### src/rtl/sac_pkg.sv
package sac_pkg;

    // History kept by the edge detector: last resolved strobe level
    typedef struct packed {
        logic last_lvl;
    } edge_hist_t;

    function automatic logic rising(input logic cur, input logic prev);
        return cur & ~prev;
    endfunction

endpackage

### src/rtl/sac_sync.sv
module sac_sync #(
    parameter int STAGES = 2
) (
    input  logic clk,
    input  logic rst_n,
    input  logic async_in,
    output logic sync_out
);
    localparam int N = (STAGES < 2) ? 2 : STAGES;

    typedef struct packed {
        logic [N-1:0] chain;
    } sync_state_t;

    sync_state_t st_d, st_q;

    always_comb begin
        st_d       = st_q;
        st_d.chain = {st_q.chain[N-2:0], async_in};
    end

    always_ff @(posedge clk or negedge rst_n) begin
        if (!rst_n) st_q <= '0;
        else        st_q <= st_d;
    end

    assign sync_out = st_q.chain[N-1];

    AST_SYNC_RESET_LOW: assert property (@(posedge clk) !rst_n |-> !sync_out);
endmodule

### src/rtl/sac_edge.sv
module sac_edge
    import sac_pkg::*;
(
    input  logic clk,
    input  logic rst_n,
    input  logic lvl_in,
    output logic rise_pulse
);
    edge_hist_t st_d, st_q;

    always_comb begin
        st_d          = st_q;
        st_d.last_lvl = lvl_in;
    end

    always_ff @(posedge clk or negedge rst_n) begin
        if (!rst_n) st_q <= '0;
        else        st_q <= st_d;
    end

    assign rise_pulse = rising(lvl_in, st_q.last_lvl);

    AST_PULSE_SINGLE: assert property (@(posedge clk) disable iff (!rst_n) rise_pulse |=> !rise_pulse);
    AST_PULSE_NEEDS_RISE: assert property (@(posedge clk) disable iff (!rst_n) rise_pulse |-> (lvl_in && !$past(lvl_in)));
    AST_NO_PULSE_ON_FALL: assert property (@(posedge clk) disable iff (!rst_n) $fell(lvl_in) |-> !rise_pulse);
endmodule

### src/rtl/sac_capture.sv
module sac_capture #(
    parameter int W = 23
) (
    input  logic         clk,
    input  logic         rst_n,
    input  logic         load,
    input  logic [W-1:0] d,
    output logic [W-1:0] q
);
    typedef struct packed {
        logic [W-1:0] addr;
    } cap_state_t;

    cap_state_t st_d, st_q;

    always_comb begin
        st_d = st_q;
        if (load) st_d.addr = d;
    end

    always_ff @(posedge clk or negedge rst_n) begin
        if (!rst_n) st_q <= '0;
        else        st_q <= st_d;
    end

    assign q = st_q.addr;

    AST_CAPTURE_LOAD: assert property (@(posedge clk) disable iff (!rst_n) $past(load) |-> (q == $past(d)));
    AST_CAPTURE_HOLD: assert property (@(posedge clk) disable iff (!rst_n) !$past(load) |-> $stable(q));
endmodule

### src/rtl/sac_strobe_capture.sv
module sac_strobe_capture #(
    parameter int ADDR_MSB    = 23,
    parameter int ADDR_LSB    = 1,
    parameter int SYNC_STAGES = 2
) (
    input  logic                   clk,
    input  logic                   rst_n,
    input  logic                   strobe_in,
    input  logic [ADDR_MSB:ADDR_LSB] addr_in,
    output logic [ADDR_MSB:ADDR_LSB] addr_q,
    output logic                   edge_pulse,
    output logic                   strobe_sync
);
    localparam int ADDR_W = ADDR_MSB - ADDR_LSB + 1;

    logic              lvl_s;
    logic              pulse_s;
    logic [ADDR_W-1:0] cap_s;

    sac_sync #(.STAGES(SYNC_STAGES)) u_sync (
        .clk      (clk),
        .rst_n    (rst_n),
        .async_in (strobe_in),
        .sync_out (lvl_s)
    );

    sac_edge u_edge (
        .clk        (clk),
        .rst_n      (rst_n),
        .lvl_in     (lvl_s),
        .rise_pulse (pulse_s)
    );

    sac_capture #(.W(ADDR_W)) u_cap (
        .clk   (clk),
        .rst_n (rst_n),
        .load  (pulse_s),
        .d     (addr_in),
        .q     (cap_s)
    );

    assign addr_q      = cap_s;
    assign edge_pulse  = pulse_s;
    assign strobe_sync = lvl_s;

    // Edges seen since reset, saturating; lets the latency check look back safely
    logic [1:0] age_d, age_q;

    always_comb begin
        age_d = age_q;
        if (age_q != 2'd3) age_d = age_q + 2'd1;
    end

    always_ff @(posedge clk or negedge rst_n) begin
        if (!rst_n) age_q <= '0;
        else        age_q <= age_d;
    end

    AST_RESET_CLEAR: assert property (@(posedge clk) !rst_n |-> (addr_q == '0 && !edge_pulse && !strobe_sync));

    generate
        if (SYNC_STAGES == 2) begin : g_lat2
            AST_SYNC_LATENCY: assert property (@(posedge clk) disable iff (!rst_n) (age_q >= 2'd2) |-> (strobe_sync == $past(strobe_in, 2)));
        end
    endgenerate
endmodule

### config.mk
export PLATFORM = sky130hd
export DESIGN_NAME = sac_strobe_capture
export DESIGN_NICKNAME = d
export VERILOG_FILES = /design/src/rtl/sac_pkg.sv /design/src/rtl/sac_sync.sv /design/src/rtl/sac_edge.sv /design/src/rtl/sac_capture.sv /design/src/rtl/sac_strobe_capture.sv
export SDC_FILE = /design/constraint.sdc
export NUM_CORES = 1
export LEC_CHECK = 0
export BUFFER_PORTS_ARGS = -buffer_cell sky130_fd_sc_hd__buf_2
export CAP_MARGIN = 20
export CORE_MARGIN = 4
export CORE_UTILIZATION = 48
export CTS_CLUSTER_SIZE = 10
export DETAILED_ROUTE_END_ITERATION = 10
export PLACE_DENSITY_LB_ADDON = 0.08
export SYNTH_ARGS = -nofsm -noshare
export SYNTH_HDL_FRONTEND = slang
export SYNTH_SLANG_ARGS = --single-unit
### constraint.sdc
create_clock -name clk -period 1.8 [get_ports clk]
set_input_delay 0.36 -clock clk [delete_from_list [all_inputs] [get_ports clk]]
set_output_delay 0.36 -clock clk [all_outputs]
set_load 0.03 [all_outputs]
# Yosys cells after proc, flatten, opt, wreduce, memory -nomap -nowiden
# Index checks and enable logic that the tools add are counted.
[totals]
out_inout_bits = 25
wordCells = 5
register_bits = 26
inputBits = 26
[op_classes]
bitwise = 2
[ops]
columns = ["cell", "n"]
rows = [
  ["1-bit AND", 1],
  ["1-bit NOT", 1],
]

# Logic depth before layout (Yosys ltp)
# Gate-level depths: netlist (run 1).
[depth]
depth_word = 2
depth_mapped = 4
ltp_nobuf = 2

# Cells and area by module
# From an unflattened synthesis (run 1), not the netlist that was laid out.
[hier_totals]
cells_unflattened = 52
area_unflattened_um2 = 945.9
[by_module_without_submodules]
columns = ["module", "seq_area_each_um2", "instances", "area_per_inst_um2", "cells_each"]
rows = [
  ["sac_capture", 575.6, 1, 857.1, 48],
  ["sac_sync", 50.0, 1, 50.0, 2],
  ["sac_edge", 25.0, 1, 38.8, 2],
]

# Worst setup path before layout (run 1)
# No wires, ideal clock.
[synth_path]
path_type = "register to register"
startpoint = "register u_sync.st_q[1] (netlist name)"
endpoint = "register u_cap.st_q, in the netlist u_cap.q[10]"
slack_ns = 0.392
path_buffers = 2
setup_time_ns = 0.125
path_stages_with_launch = 5
required_ns = 1.675
t_arrival_ns = 1.283
period_less_slack_ns = 1.408
path_cell_list = "dfrtp_1 > nor2b_4 > buf_6 > buf_12 > mux2_4"
[synth_via]
elab_chain_cells = 1
[synth_rtl]
columns = ["element", "line_no", "rtl"]
rows = [
  ["start, declared", "sac_sync.sv:15", "sync_state_t st_d, st_q;"],
  ["start signal, assigned", "sac_sync.sv:24", "else st_q <= st_d;"],
  ["1-bit AND", "sac_pkg.sv:9", "return cur & ~prev;"],
  ["named net edge_pulse", "sac_strobe_capture.sv:11", "output logic edge_pulse,"],
  ["end signal, assigned", "sac_capture.sv:23", "else st_q <= st_d;"],
  ["end, declared", "sac_capture.sv:14", "cap_state_t st_d, st_q;"],
]
# The timed path passes the listed nets, and every way through them passes these cells.
# A chain may end at the register's enable or synchronous reset.

# Worst setup path in the final report (run 1)
[layout_path]
startpoint = "register u_sync.st_q[1] (netlist name)"
endpoint = "output edge_pulse"
[layout_via]
elab_chain_cells = 1
[layout_rtl]
columns = ["element", "line_no"]
rows = [
  ["1-bit AND", "sac_pkg.sv:9"],
  ["end, declared", "sac_strobe_capture.sv:11"],
]
# No other way between the ends.

==> metrics.log, run 1 <==
INFO  metric placedCellCount = 130
INFO  metric setup.worst_path.class = register to output pin
INFO  metric outcome = finished, final reports clean
INFO  metric ys_seq_elements = 26
INFO  metric start_util = 0.517
INFO  metric drive_above_1_share = 0.757
INFO  metric postPlaceCellArea = 1300 sq um
INFO  metric core_area = 2020 sq um
INFO  metric r2r-start = u_sync.st_q[1]
INFO  metric route.detailed.drc = 0
INFO  metric drtAntennaViolNets = 0
INFO  metric hold_violations = 0
INFO  metric hold_buffers = 0
INFO  metric ir_worst_vdd = 0.714 mV
INFO  metric dr.pass1.iters = 4
INFO  metric cts_root_buf = sky130_fd_sc_hd__clkbuf_4
INFO  metric die_area = 2990 sq um
INFO  metric final_max_slew_viol_count = 0
INFO  metric critical-path-slowest-cell = sky130_fd_sc_hd__dfrtp_1
INFO  metric cts.sinks = 26
INFO  metric post_cts_buffers = 0
INFO  metric grt_util_all_layers = 0.151
INFO  metric vias_per_cell = 4.66
INFO  metric setup-tns-final = 0 ps
INFO  metric syn-instance-count = 53
INFO  metric post_synth.cell_area_avg = 19.7 sq um
INFO  metric cpPeakStageDelay = 390 ps
INFO  metric layout_min_cycle_time = 1640 ps
INFO  metric buffer_ports.inserted = 50
INFO  metric worst_r2r_endpoint = u_cap.q[20]
INFO  metric grt_first_pass_wirelength = 3060 um
INFO  metric worst-path-max-fanout = 9
INFO  metric gp_congestion = 0.602
INFO  metric routed_wirelength = 1940 um
INFO  metric bufs_on_longest_clock_path = 2
INFO  metric worst_setup_path_start_kind = register
INFO  metric floorplan.die.width = 54.7 um
INFO  metric floorplan.die.height = 54.7 um
INFO  metric cts_tree = built
INFO  metric dpl.hpwl = 1500 um
INFO  metric cts.reportedPaths.clkPinSlew = 130 ps
INFO  metric yosysUniqueCellTypes = 6
INFO  metric area_growth = 27.9%
INFO  metric filler_cell_count = 165
INFO  metric data_required_time_at_the_worst_endpoint = 1440 ps
INFO  metric crit_path_end_kind = output pin
INFO  metric crit_chain = nor2b_4 > buf_2
INFO  metric finalSetupViolCount = 0
INFO  metric critical_path.n_buffers_inverters = 1
INFO  metric cts-buffers-inserted = 3
INFO  metric skew_final = 2.60 ps
INFO  metric ctsHtreeMaxLevel = 1
INFO  metric worst_slew_margin_rel = 0.631
INFO  metric worst-r2r-setup-slack = 410 ps
INFO  metric leakagePower = 0.704 nW
INFO  metric synth_warnings = 0
INFO  metric stdcell_count = 134
INFO  metric layout_worst_path_cycle_share = 0.912
INFO  metric route.detailed.wl_per_inst = 14.5 um
INFO  metric post_cts_resized = 0
INFO  metric number_of_antenna_violations_at_the_first_check_in_global_routing = 0
INFO  metric share_of_synthesized_area_occupied_by_flip_flops_and_latches = 0.622
INFO  metric io-pin-count = 51
INFO  metric grt_max_degree = 27
INFO  metric via_count_of_the_first_global_routing_pass = 648
INFO  metric max_cap_violations = 0
INFO  metric drt_iter0_markers = 7
INFO  metric routed_via_count = 625
INFO  metric tightestPinTransition = 554 ps
INFO  metric path_delay_family = flip-flops
INFO  metric power-per-cell-area = 1050 nW/um^2
INFO  metric final_cell_area = 1340 sq um
INFO  metric multi_input_comb_area = 344 sq um
INFO  metric antenna_diodes = 0
INFO  metric final-seq-area = 651 sq um
INFO  metric row_count = 16
INFO  metric max_freq = 609 MHz
INFO  metric grt-ovfl-total = 0
INFO  metric num-nets-final = 134
INFO  metric rsz0062_at_grt = false
INFO  metric synthesis.area = 1050 sq um
INFO  metric synth_fp_nets = 79
INFO  metric arrival = 1280 ps
INFO  metric clk_latency = 310 ps
INFO  metric timing.reg2reg.worst_path_depth = 3
INFO  metric hp-class = input port to async pin
## area by class of cell
type | count | share of cell area
flip-flops and latches | 26 | 0.486
multi-input cells | 24 | 0.257
repair buffers | 53 | 0.204
clock buffers | 4 | 0.0271
well taps | 27 | 0.0253
## per-layer routing
layer / track usage / routed length, um
met5: 0 / 0
met2: 0.211 / 812
met3: 0.0572 / 237
met1: 0.202 / 858
met4: 0.0747 / 31
## report_power, final
part / leakage, nW / switching [mW] / internal, mW / total, mW
Clock: 0.0210 / 0.158 / 0.123 / 0.281
Sequential: 0.305 / 0.0405 / 0.663 / 0.703
Combinational: 0.378 / 0.245 / 0.176 / 0.422
## worst register-to-register path, stage by stage, from the launching register on
cell,delay (ps)
sky130_fd_sc_hd__dfrtp_1,390
sky130_fd_sc_hd__nor2b_4,320
sky130_fd_sc_hd__buf_4,240
sky130_fd_sc_hd__mux2_2,350
## worst max path at each step
| stage | from | end | slack, ps | cells past startpoint |
|---|---|---|---|---|
| 6_report | u_sync.st_q[1] | edge_pulse | 160 | 2 |
| 5_1_grt | u_sync.st_q[1] | edge_pulse | 50 | 2 |
| 4_1_cts | u_sync.st_q[1] | edge_pulse | 140 | 2 |
| 3_5_place_dp | u_edge.st_q | u_cap.q[20] | 430 | 3 |
| 3_3_place_gp | u_edge.st_q | u_cap.q[18] | 470 | 3 |
| 2_1_floorplan | u_sync.st_q[1] | u_cap.q[10] | 390 | 4 |
## state kept, by name, summed over array words and instances, names as in the netlist
name	flops
u_sync.st_q	2
u_edge.st_q	1
u_cap.q	23
## Yosys cell counts (all sizes together)
cell type | number | area (sq um)
dfrtp | 26 | 651
buf | 3 | 51.3
nor2b | 1 | 13.8
mux2 | 23 | 330
## metrics by stage
| stage | utilization | hold slack, ps | setup WS (ps) | total power, mW |
|---|---|---|---|---|
| 2_1_floorplan | - | 64.4 | 392 | 1.01 |
| 3_3_place_gp | 0.644 | 337 | 474 | 1.14 |
| 3_5_place_dp | 0.644 | 343 | 428 | 1.14 |
| 4_1_cts | 0.662 | 20.8 | 137 | 1.42 |
| 5_1_grt | 0.662 | 28.9 | 52.1 | 1.49 |
| 6_report | 0.662 | 16.7 | 159 | 1.41 |
## placed cells by master (no fill, tap or decap)
cell type                  count
sky130_fd_sc_hd__mux2_2        4
sky130_fd_sc_hd__mux2_4       19
sky130_fd_sc_hd__buf_4         3
sky130_fd_sc_hd__clkbuf_8      1
sky130_fd_sc_hd__buf_2        50
sky130_fd_sc_hd__dfrtp_1      26
sky130_fd_sc_hd__clkbuf_4      3
sky130_fd_sc_hd__nor2b_4       1
## cell families (layout without fill, tap and decap cells)
logic type,count (synthesis),after routing,share of synthesized area
flip-flops,26,26,0.622
multiplexers,23,23,0.316
AND/OR/NAND/NOR,1,1,0.0132
buffers and inverters,3,57,0.0490
No activity file was read; power rests on OpenSTA's default activity.
==> run 2: changes to the inputs <==
--- a/config.mk
+++ b/config.mk
@@ -5,13 +5,15 @@
 export SDC_FILE = /design/constraint.sdc
 export NUM_CORES = 1
 export LEC_CHECK = 0
+export ABC_AREA = 1
 export BUFFER_PORTS_ARGS = -buffer_cell sky130_fd_sc_hd__buf_2
 export CAP_MARGIN = 20
 export CORE_MARGIN = 4
-export CORE_UTILIZATION = 48
+export CORE_UTILIZATION = 46
 export CTS_CLUSTER_SIZE = 10
 export DETAILED_ROUTE_END_ITERATION = 10
 export PLACE_DENSITY_LB_ADDON = 0.08
 export SYNTH_ARGS = -nofsm -noshare
 export SYNTH_HDL_FRONTEND = slang
 export SYNTH_SLANG_ARGS = --single-unit
+export TNS_END_PERCENT = 50
==> metrics.log, run 2 <==
INFO  metric setup.worst_path.class = register to output pin
INFO  metric area_growth = 32.0%
INFO  metric post_synth.cell_area_avg = 9.44 sq um
INFO  metric synthMuxAreaShare = 0
INFO  metric cts_tree = built
INFO  metric via_count_of_the_first_global_routing_pass = 811
INFO  metric power-per-cell-area = 1010 nW/um^2
INFO  metric filler_cell_count = 207
INFO  metric hold_violations = 0
INFO  metric leakagePower = 0.768 nW
INFO  metric synth.top_cell.area_share = 0.662
INFO  metric cell_types_with_the_largest_area_share_after_synthesis = sky130_fd_sc_hd__dfrtp_1, sky130_fd_sc_hd__nand2_1, sky130_fd_sc_hd__nand3_1, sky130_fd_sc_hd__buf_2, sky130_fd_sc_hd__inv_1
INFO  metric grt_max_degree = 27
INFO  metric skew_final = 4.52 ps
INFO  metric hold_ws = 1.59 ps
INFO  metric ys_seq_elements = 26
INFO  metric data_required_time_at_the_worst_endpoint = 1440 ps
INFO  metric setup-tns-final = 0 ps
INFO  metric synthesis.area = 982 sq um
INFO  metric largest_reg_flops = 23
INFO  metric stdcell_count = 182
INFO  metric route.detailed.wl_per_inst = 11.9 um
INFO  metric post_cts_buffers = 0
INFO  metric max_freq = 643 MHz
INFO  metric multi_input_comb_area = 294 sq um
INFO  metric cts.reportedPaths.clkPinSlew = 130 ps
INFO  metric grt_util_all_layers = 0.167
INFO  metric syn-instance-count = 104
INFO  metric worst-path-max-fanout = 16
INFO  metric synth_warnings = 0
INFO  metric max_cap_violations = 0
INFO  metric cts.sinks = 26
INFO  metric layout_min_cycle_time = 1560 ps
INFO  metric yosys_most_used_dff = sky130_fd_sc_hd__dfrtp_1
INFO  metric clk_latency = 320 ps
INFO  metric io-pin-count = 51
INFO  metric routed_wirelength = 2160 um
INFO  metric worst_slew_margin_rel = 0.638
INFO  metric floorplan.die.height = 54.2 um
INFO  metric outcome = finished, final reports clean
INFO  metric bufs_on_longest_clock_path = 2
INFO  metric post-synth-top-area-cell = sky130_fd_sc_hd__dfrtp_1
INFO  metric post_synth_fa_ha_maj_area_fraction = 0
INFO  metric ir_worst_vdd = 0.560 mV
INFO  metric post_synth_and_or_nand_nor_area_fraction = 0.299
INFO  metric netlist_top_cells_count = sky130_fd_sc_hd__nand2_1, sky130_fd_sc_hd__dfrtp_1, sky130_fd_sc_hd__nand3_1
INFO  metric floorplan.die.width = 54.2 um
INFO  metric tightestPinTransition = 544 ps
INFO  metric arrival = 1200 ps
INFO  metric route.detailed.drc = 0
INFO  metric synth_edf_count = 0
INFO  metric synth_async_sr_flop_share = 1.00
INFO  metric layout_worst_path_cycle_share = 0.864
INFO  metric placedCellCount = 178
INFO  metric worst_setup_path_start_kind = register
INFO  metric final_max_slew_viol_count = 0
INFO  metric final_cell_area = 1300 sq um
INFO  metric synth_most_common_cell = sky130_fd_sc_hd__nand2_1
INFO  metric dpl.hpwl = 1580 um
INFO  metric critical-path-slowest-cell = sky130_fd_sc_hd__dfrtp_2
INFO  metric post_synthesis_compound_gate_area_fraction = 0
INFO  metric synth_fp_nets = 130
INFO  metric start_util = 0.491
INFO  metric crit_chain = nand2_2 > inv_1 > buf_2
INFO  metric postPlaceCellArea = 1260 sq um
INFO  metric cpPeakStageDelay = 560 ps
INFO  metric final-seq-area = 652 sq um
INFO  metric vias_per_cell = 4.82
INFO  metric row_count = 16
INFO  metric number_of_antenna_violations_at_the_first_check_in_global_routing = 0
INFO  metric dp_slack = 457 ps
INFO  metric dr.pass1.iters = 4
INFO  metric cts-buffers-inserted = 3
INFO  metric ctsHtreeMaxLevel = 1
INFO  metric setup_ws = 245 ps
INFO  metric buffer_ports.inserted = 50
INFO  metric share_of_synthesized_area_occupied_by_flip_flops_and_latches = 0.662
INFO  metric hp-class = input port to async pin
INFO  metric drt_iter0_markers = 10
INFO  metric drive_above_1_share = 0.381
INFO  metric num-nets-final = 182
INFO  metric routed_via_count = 877
INFO  metric grt_first_pass_wirelength = 3460 um
INFO  metric yosysUniqueCellTypes = 6
INFO  metric die_area = 2940 sq um
INFO  metric grt-ovfl-total = 0
INFO  metric gp_congestion = 0.640
INFO  metric cts_root_buf = sky130_fd_sc_hd__clkbuf_4
INFO  metric synth-xor-area-share = 0
INFO  metric rsz0062_at_grt = false
INFO  metric finalSetupViolCount = 0
INFO  metric drtAntennaViolNets = 0
INFO  metric synth_top_family_by_area = simple AND/OR/NAND/NOR gates
INFO  metric core_area = 2000 sq um
INFO  metric crit_path_end_kind = output pin
INFO  metric antenna_diodes = 0
INFO  metric most-common-layout-cells = sky130_fd_sc_hd__buf_2, sky130_fd_sc_hd__nand2_1, sky130_fd_sc_hd__dfrtp_1
INFO  metric final_common_cell = sky130_fd_sc_hd__buf_2
-- run 2: final timing paths --
path | to | slack (ps) | startpoint | depth (start not counted)
max | edge_pulse | 240 | u_sync.st_q[1] | 3
max in group asynchronous | u_sync.st_q[1] | 1410 | rst_n | 1
max reg2reg | u_cap.q[8] | 680 | u_sync.st_q[1] | 4
min reg2reg | u_sync.st_q[1] | 370 | u_sync.st_q[0] | 0
min | u_cap.q[11] | 2 | rst_n | 1
min in group clk | u_sync.st_q[0] | 140 | strobe_in | 1
-- run 2: metrics by stage --
| step | power (mW) | util |
|---|---|---|
| floorplan | 0.914 | - |
| global placement | 1.04 | 0.629 |
| detailed placement | 1.04 | 0.629 |
| CTS | 1.33 | 0.647 |
| global route | 1.39 | 0.648 |
| finish | 1.31 | 0.648 |
-- run 2: cell type report --
class                   instances  area share
well taps                      27      0.0261
multi-input cells              70       0.227
clock buffers                   4      0.0280
repair buffers                 53       0.210
flip-flops and latches         26       0.503
inverters                       2     0.00579
-- run 2: logic make-up after synthesis --
kind of cell           count (synthesis)
AND/OR/NAND/NOR                       70
flip-flops                            26
buffers and inverters                  8
-- run 2: metal layers --
| metal | wire length (um) | GRT usage |
|---|---|---|
| met5 | 0 | 0 |
| met4 | 42 | 0.0871 |
| met3 | 176 | 0.0245 |
| met2 | 1040 | 0.281 |
| met1 | 910 | 0.206 |
-- run 2: critical path: cells and delay by family, from the launching register on --
family | cells | cell delay (ps)
buf+inv | 2 | 230
flops | 1 | 560
simple gates | 1 | 90
-- run 2: where the power goes --
part / switching (mW) / internal (mW) / leakage, nW
clock: 0.165 / 0.124 / 0.0210
sequential: 0.0377 / 0.652 / 0.316
combinational: 0.237 / 0.0999 / 0.431
total: 0.439 / 0.876 / 0.768
-- run 2: what timing repair did --
| item | in CTS | in global routing |
|---|---|---|
| gates resized for setup | 0 | 1 |
| endpoints found under the setup margin | 0 | 1 |
| hold buffers | 0 | 0 |
